===== src/rtl/nfs_pkg.sv =====
package nfs_pkg;

    localparam int NIB_W     = 4;
    localparam int ADDR_W    = 12;
    localparam int FRAME_LEN = 8;
    localparam int N_BANKS   = 4;

    localparam int ADDR_NIBS = ADDR_W / NIB_W;
    localparam int PH_W      = $clog2(FRAME_LEN);
    localparam int BANK_W    = $clog2(N_BANKS);
    localparam int BYTE_W    = 2 * NIB_W;

    typedef logic [PH_W-1:0]   phase_t;
    typedef logic [NIB_W-1:0]  nib_t;
    typedef logic [ADDR_W-1:0] addr_t;
    typedef logic [BYTE_W-1:0] byte_t;
    typedef logic [BANK_W-1:0] bank_t;

    // phase landmarks inside one machine cycle
    localparam phase_t PH_HI  = phase_t'(ADDR_NIBS);
    localparam phase_t PH_LO  = phase_t'(ADDR_NIBS + 1);
    localparam phase_t PH_XF  = phase_t'(ADDR_NIBS + 2);
    localparam phase_t PH_END = phase_t'(FRAME_LEN - 1);

    typedef enum logic {
        CYC_FIRST  = 1'b0,
        CYC_SECOND = 1'b1
    } cyc_kind_t;

    typedef struct packed {
        logic  pend;
        nib_t  data;
        bank_t bank;
    } wr_slot_t;

    // classification of a first byte: does it carry a trailing byte
    function automatic logic needs_two_bytes(byte_t op);
        logic r;
        case (op[BYTE_W-1:NIB_W])
            4'h1, 4'h4, 4'h5, 4'h7: r = 1'b1;
            4'h2:                   r = ~op[0];
            default:                r = 1'b0;
        endcase
        return r;
    endfunction

    // address nibble sent in a given phase, low nibble first
    function automatic nib_t addr_nib(addr_t a, phase_t p);
        nib_t r = '0;
        for (int i = 0; i < ADDR_NIBS; i++) begin
            if (p == phase_t'(i)) r = a[i*NIB_W +: NIB_W];
        end
        return r;
    endfunction

endpackage


===== src/rtl/nfs_phase_gen.sv =====
module nfs_phase_gen
    import nfs_pkg::*;
(
    input  logic   clk,
    input  logic   rst,
    output phase_t phase,
    output logic   sync
);

    always_ff @(posedge clk) begin
        if (rst)                  phase <= '0;
        else if (phase == PH_END) phase <= '0;
        else                      phase <= phase + phase_t'(1);
    end

    assign sync = (phase == PH_END);

    // the frame strobe is followed by the start of a new frame
    a_r2_sync_then_start: assert property (@(posedge clk) disable iff (rst)
        sync |=> (phase == '0));

endmodule


===== src/rtl/nfs_addr_path.sv =====
module nfs_addr_path
    import nfs_pkg::*;
(
    input  logic               clk,
    input  logic               rst,
    input  phase_t             phase,
    input  logic               pc_ld,
    input  addr_t              pc_ld_addr,
    input  logic               wr_req,
    input  nib_t               wr_data,
    input  bank_t              wr_bank,
    output addr_t              pc,
    output nib_t               bus_o,
    output logic               bus_oe,
    output logic [N_BANKS-1:0] data_sel
);

    wr_slot_t slot;
    logic     in_addr;
    logic     in_xfer;
    logic     xfer_drive;

    always_ff @(posedge clk) begin
        if (rst) begin
            pc   <= '0;
            slot <= '0;
        end else begin
            if (phase == PH_LO) begin
                pc   <= pc + addr_t'(1);
                slot <= '{pend: wr_req, data: wr_data, bank: wr_bank};
            end
            if (phase == PH_END) begin
                slot.pend <= 1'b0;
                if (pc_ld) pc <= pc_ld_addr;
            end
        end
    end

    assign in_addr    = (phase < PH_HI);
    assign in_xfer    = (phase >= PH_XF);
    assign xfer_drive = in_xfer & slot.pend;

    assign bus_oe = in_addr | xfer_drive;
    assign bus_o  = in_addr    ? addr_nib(pc, phase) :
                    xfer_drive ? slot.data : '0;

    for (genvar b = 0; b < N_BANKS; b++) begin : g_bank
        assign data_sel[b] = xfer_drive & (slot.bank == bank_t'(b));
    end

    // one step per fetched byte, observed right after the low-nibble capture
    a_r9_pc_step: assert property (@(posedge clk) disable iff (rst)
        (phase == PH_XF && !$past(rst)) |-> (pc == $past(pc) + addr_t'(1)));

    // at most one data bank selected
    a_r8_bank_onehot: assert property (@(posedge clk) disable iff (rst)
        $onehot0(data_sel));

    // the bus stays released while the memory returns the opcode
    a_r4_bus_released: assert property (@(posedge clk) disable iff (rst)
        (phase == PH_HI || phase == PH_LO) |-> !bus_oe);

endmodule


===== src/rtl/nfs_op_capture.sv =====
module nfs_op_capture
    import nfs_pkg::*;
(
    input  logic   clk,
    input  logic   rst,
    input  phase_t phase,
    input  nib_t   bus_i,
    output byte_t  op_first,
    output byte_t  op_second,
    output logic   need_second,
    output logic   instr_done
);

    nib_t      hi_q;
    cyc_kind_t kind;
    logic      long_op;
    logic      exec;

    assign long_op = needs_two_bytes(op_first);
    assign exec    = (phase >= PH_XF);

    always_ff @(posedge clk) begin
        if (rst) begin
            hi_q      <= '0;
            op_first  <= '0;
            op_second <= '0;
            kind      <= CYC_FIRST;
        end else begin
            if (phase == PH_HI) hi_q <= bus_i;
            if (phase == PH_LO) begin
                if (kind == CYC_FIRST) op_first  <= {hi_q, bus_i};
                else                   op_second <= {hi_q, bus_i};
            end
            if (phase == PH_END)
                kind <= (kind == CYC_FIRST && long_op) ? CYC_SECOND : CYC_FIRST;
        end
    end

    assign need_second = exec & (kind == CYC_FIRST) & long_op;
    assign instr_done  = exec & ((kind == CYC_SECOND) | ~long_op);

    // the two cycle flags exclude each other
    a_r7_flags_exclusive: assert property (@(posedge clk) disable iff (rst)
        !(need_second && instr_done));

    // the first byte is held while the second byte is being fetched
    a_r6_first_held: assert property (@(posedge clk) disable iff (rst)
        (need_second && phase == PH_END) |=> $stable(op_first));

endmodule


===== src/rtl/nibble_fetch_seq.sv =====
module nibble_fetch_seq
    import nfs_pkg::*;
(
    input  logic                 clk,
    input  logic                 rst,
    input  logic                 pc_ld,
    input  logic [ADDR_W-1:0]    pc_ld_addr,
    input  logic                 wr_req,
    input  logic [NIB_W-1:0]     wr_data,
    input  logic [BANK_W-1:0]    wr_bank,
    input  logic [NIB_W-1:0]     bus_i,
    output logic [NIB_W-1:0]     bus_o,
    output logic                 bus_oe,
    output logic                 prog_sel,
    output logic [N_BANKS-1:0]   data_sel,
    output logic [PH_W-1:0]      phase,
    output logic                 sync,
    output logic [ADDR_W-1:0]    pc,
    output logic [BYTE_W-1:0]    op_first,
    output logic [BYTE_W-1:0]    op_second,
    output logic                 need_second,
    output logic                 instr_done
);

    nfs_phase_gen i_phase (
        .clk   (clk),
        .rst   (rst),
        .phase (phase),
        .sync  (sync)
    );

    nfs_addr_path i_addr (
        .clk        (clk),
        .rst        (rst),
        .phase      (phase),
        .pc_ld      (pc_ld),
        .pc_ld_addr (pc_ld_addr),
        .wr_req     (wr_req),
        .wr_data    (wr_data),
        .wr_bank    (wr_bank),
        .pc         (pc),
        .bus_o      (bus_o),
        .bus_oe     (bus_oe),
        .data_sel   (data_sel)
    );

    nfs_op_capture i_cap (
        .clk         (clk),
        .rst         (rst),
        .phase       (phase),
        .bus_i       (bus_i),
        .op_first    (op_first),
        .op_second   (op_second),
        .need_second (need_second),
        .instr_done  (instr_done)
    );

    // program memory owns the whole fetch window
    assign prog_sel = (phase <= PH_LO);

    // the frame counter never stalls or skips
    a_r1_phase_step: assert property (@(posedge clk) disable iff (rst)
        !$past(rst) |-> (phase == $past(phase) + phase_t'(1)));

    // no data bank can be selected while code is fetched
    a_r5_fetch_exclusive: assert property (@(posedge clk) disable iff (rst)
        prog_sel |-> (data_sel == '0));

endmodule


===== config.mk =====
export PLATFORM = sky130hd
export DESIGN_NAME = nibble_fetch_seq
export DESIGN_NICKNAME = d
export VERILOG_FILES = /design/src/rtl/nfs_pkg.sv /design/src/rtl/nfs_phase_gen.sv /design/src/rtl/nfs_addr_path.sv /design/src/rtl/nfs_op_capture.sv /design/src/rtl/nibble_fetch_seq.sv
export SDC_FILE = /design/constraint.sdc
export NUM_CORES = 1
export LEC_CHECK = 0
export ABC_AREA = 1
export ABC_CLOCK_PERIOD_IN_PS = 2130
export CAP_MARGIN = 40
export CORE_MARGIN = 2
export CORE_UTILIZATION = 40
export DETAILED_ROUTE_END_ITERATION = 10
export HOLD_SLACK_MARGIN = 0.1
export PLACE_DENSITY = 0.77
export SLEW_MARGIN = 20
export SYNTH_ARGS = -nofsm -noshare
export SYNTH_HDL_FRONTEND = slang
export SYNTH_SLANG_ARGS = --single-unit

===== constraint.sdc =====
create_clock -name clk -period 2.13 [get_ports clk]
set_input_delay 0.3195 -clock clk [delete_from_list [all_inputs] [get_ports clk]]
set_output_delay 0.3195 -clock clk [all_outputs]
set_load 0.01 [all_outputs]

==> results.toml <==
[drt]
drtIter0Drc = 191
met3_wirelength_um = 420
drt.antenna.violating_nets = 0
routedWlPerCell_um = 13.3
wl_met1_mm = 2.64
routed_wl_mm = 6.14
drtPass1Iterations = 4
viasPerCell = 4.97
drc = 0
top_layer_used = "met4"
wl_met2_mm = 2.94
vias = 2303

[setup_path]
crit_start = "i_phase.phase[0]"
worstReg2RegStart = "i_phase.phase[0]"
reg2reg_depth = 8
worst-path-max-fanout = 5
cp.arrival_ps = 1760
crit_type = "register to primary output"
cp-start-kind = "register"
critPathRequiredTime_ps = 1810
rr_endpoint = "i_cap.op_second[4]"
critPathCaptureType = "primary output"
rrSetupSlack_ps = 390
cp-endpoint = "sync"

[yosys]
synth_largest_area_cell = "dfxtp_1"
synth_top_cells_by_count = "nand2_1 (60), nor2_1 (58), dfxtp_1 (43)"
async_reset_ff_frac = 0
ys_types = 27
synth_area_leaders = "dfxtp_1 (40%), nand2_1 (10%), nor2_1 (10%), nand3_1 (7.9%), o21ai_0 (5.8%)"
synth_flop_cell = "dfxtp_1"
syn-num-nets = 345
ys_seq_area_frac = 0.400
synth_edf_count = 0
synth_top_area_frac = 0.400
synth_seq_cells = 43
synth_area_mm2 = 0.00215
ys_warn_count = 0
synth_most_common_cell = "nand2_1"
syn_inst = 312
syn_avg_cell_area_um2 = 6.90

[finish]
fin_area_mm2 = 0.00308
register_area_um2 = 861
fin_nets = 425
fill_cells = 507
drive_gt1_frac = 0.107
area_growth_pct = 43.1
antenna_cells = 0
multi_input_comb_area_mm2 = 0.00115

[floorplan]
die_x_um = 77.4
start_util = 0.419
dieArea_mm2 = 0.00599
fp.coreArea_mm2 = 0.00514
ioPinCount = 70
fp-row-count = 26
die-height_um = 77.4

[clock_tree]
hold_buffers = 0
cts_tree = "yes"
htreeDepth = 2
cts-root-buf = "clkbuf_8"
insertion_delay_ps = 310
tritoncts_num_sinks = 43
numCtsBuffers = 5
clockBufferDepth = 2
path_clk_slew_ps = 100

[placement]
port_buffers = 69
place_ws_ps = 23.4
dpl_cell_area_mm2 = 0.00297
dp.final_hpwl_mm = 4.51
gp_congestion = 0.883

[grt]
grt_pass1_wl_mm = 10.0
grt_usage = 0.208
overflow = 0
grt_max_degree = 25
first_global_vias = 2219
antenna_found_initial = 0

[min_path]
holdPathStages = 2
hold_class = "register to register"
min_from = "i_cap.op_second[5]"

[sta]
drv_slew = 0
min_period_ps = 2080
clock.fmax_ghz = 0.480
relSlewSlack = 0.736
finalClockSkew_ps = 7.54
hold_slack_ps = 470
post-route-period-util = 0.978
setup_viol = 0
tns_ps = 0
worst_slack_ps = 46.8
finalHoldViolCount = 0
tightest_slew_ps = 396
rsz0062_at_grt = "no"

[run_status]
status = "finished, final reports clean"

[flow_run]
drv_cap = 0

[power]
power.leakage_nw = 1.38
max-vdd-ir-drop_v = 0.000416
p_per_area_mw_per_mm2 = 555
## layout by cell type (no fill, tap or decap), types with 2 or more instances in the layout
cell,n
clkdlybuf4s50_1,58
xnor2_1,2
inv_1,30
nor2_1,56
clkbuf_8,5
xor2_1,2
nand3_1,34
a21oi_1,19
o21ai_0,25
nand4_1,4
ha_1,4
buf_4,13
nand2_1,60
clkbuf_2,5
inv_6,3
clkdlybuf4s15_1,2
ha_2,2
nor2_4,3
inv_2,4
dfxtp_1,43
dlygate4sd2_1,4
nor3_1,3
## timing repair
action / 4_1_cts / 5_1_grt
setup buffers: 2 / 0
setup endpoints to repair: 12 / 9
hold endpoints to repair: 0 / 0
resized for setup: 18 / 16
pin swaps: 1 / 0
## metal layers
| metal | vias to the layer above | track usage |
|---|---|---|
| met4 | 0 | 0.0804 |
| met5 | - | 0 |
| li1 | 1159 | - |
| met3 | 14 | 0.0453 |
| met2 | 91 | 0.360 |
| met1 | 1039 | 0.251 |
## metrics by stage
stage	std cells	power (W)	util
6_report	463	0.00171	0.599
2_1_floorplan	312	0.000995	-
3_5_place_dp	453	0.00115	0.577
3_3_place_gp	453	0.00114	0.577
4_1_cts	463	0.00172	0.600
5_1_grt	463	0.00179	0.599
## sequential cells by signal, summed over array words and instances (netlist names)
signal,cells
i_addr.pc,12
i_cap.op_first,8
i_cap.op_second,8
i_addr.slot,7
i_cap.hi_q,4
i_phase.phase,3
i_cap.kind,1
## where the power goes
part	internal [W]	switching [W]	leakage [nW]
sequential	0.000829	0.0000207	0.348
combinational	0.000142	0.000145	0.982
clock	0.000244	0.000331	0.0495
## worst max-delay path: stages, from the launching register on
cell and delay, ps:
dfxtp_1 380, buf_4 150, ha_2 220, ha_4 170, clkdlybuf4s50_1 540
## logic make-up (layout without fill, tap and decap cells)
| kind of cell | after synthesis | after routing | synth area share |
|---|---|---|---|
| compound gates | 49 | 49 | 0.126 |
| xor+xnor | 4 | 4 | 0.0163 |
| fa+ha+maj | 7 | 7 | 0.0407 |
| buf+inv | 43 | 124 | 0.0808 |
| flops | 43 | 43 | 0.400 |
| simple gates | 166 | 166 | 0.337 |
## area by class of cell
class                           count  share of cell area
Multi-Input combinational cell    226               0.374
Sequential cell                    43               0.279
Timing Repair Buffer               82               0.246
Inverter                           34              0.0414
Tap cell                           70              0.0284
Clock buffer                        5              0.0223
Clock inverter                      3             0.00853
## worst min-delay path by stage
stage	endpoint	slack, ps
after CTS	i_cap.op_second[5]	470
final	i_cap.op_second[5]	470
after floorplan	i_cap.op_first[0]	450
after detailed placement	i_cap.op_second[5]	460
after global placement	i_cap.op_second[2]	460
after global routing	i_cap.op_second[1]	500
(Power assumes the default switching activity.)
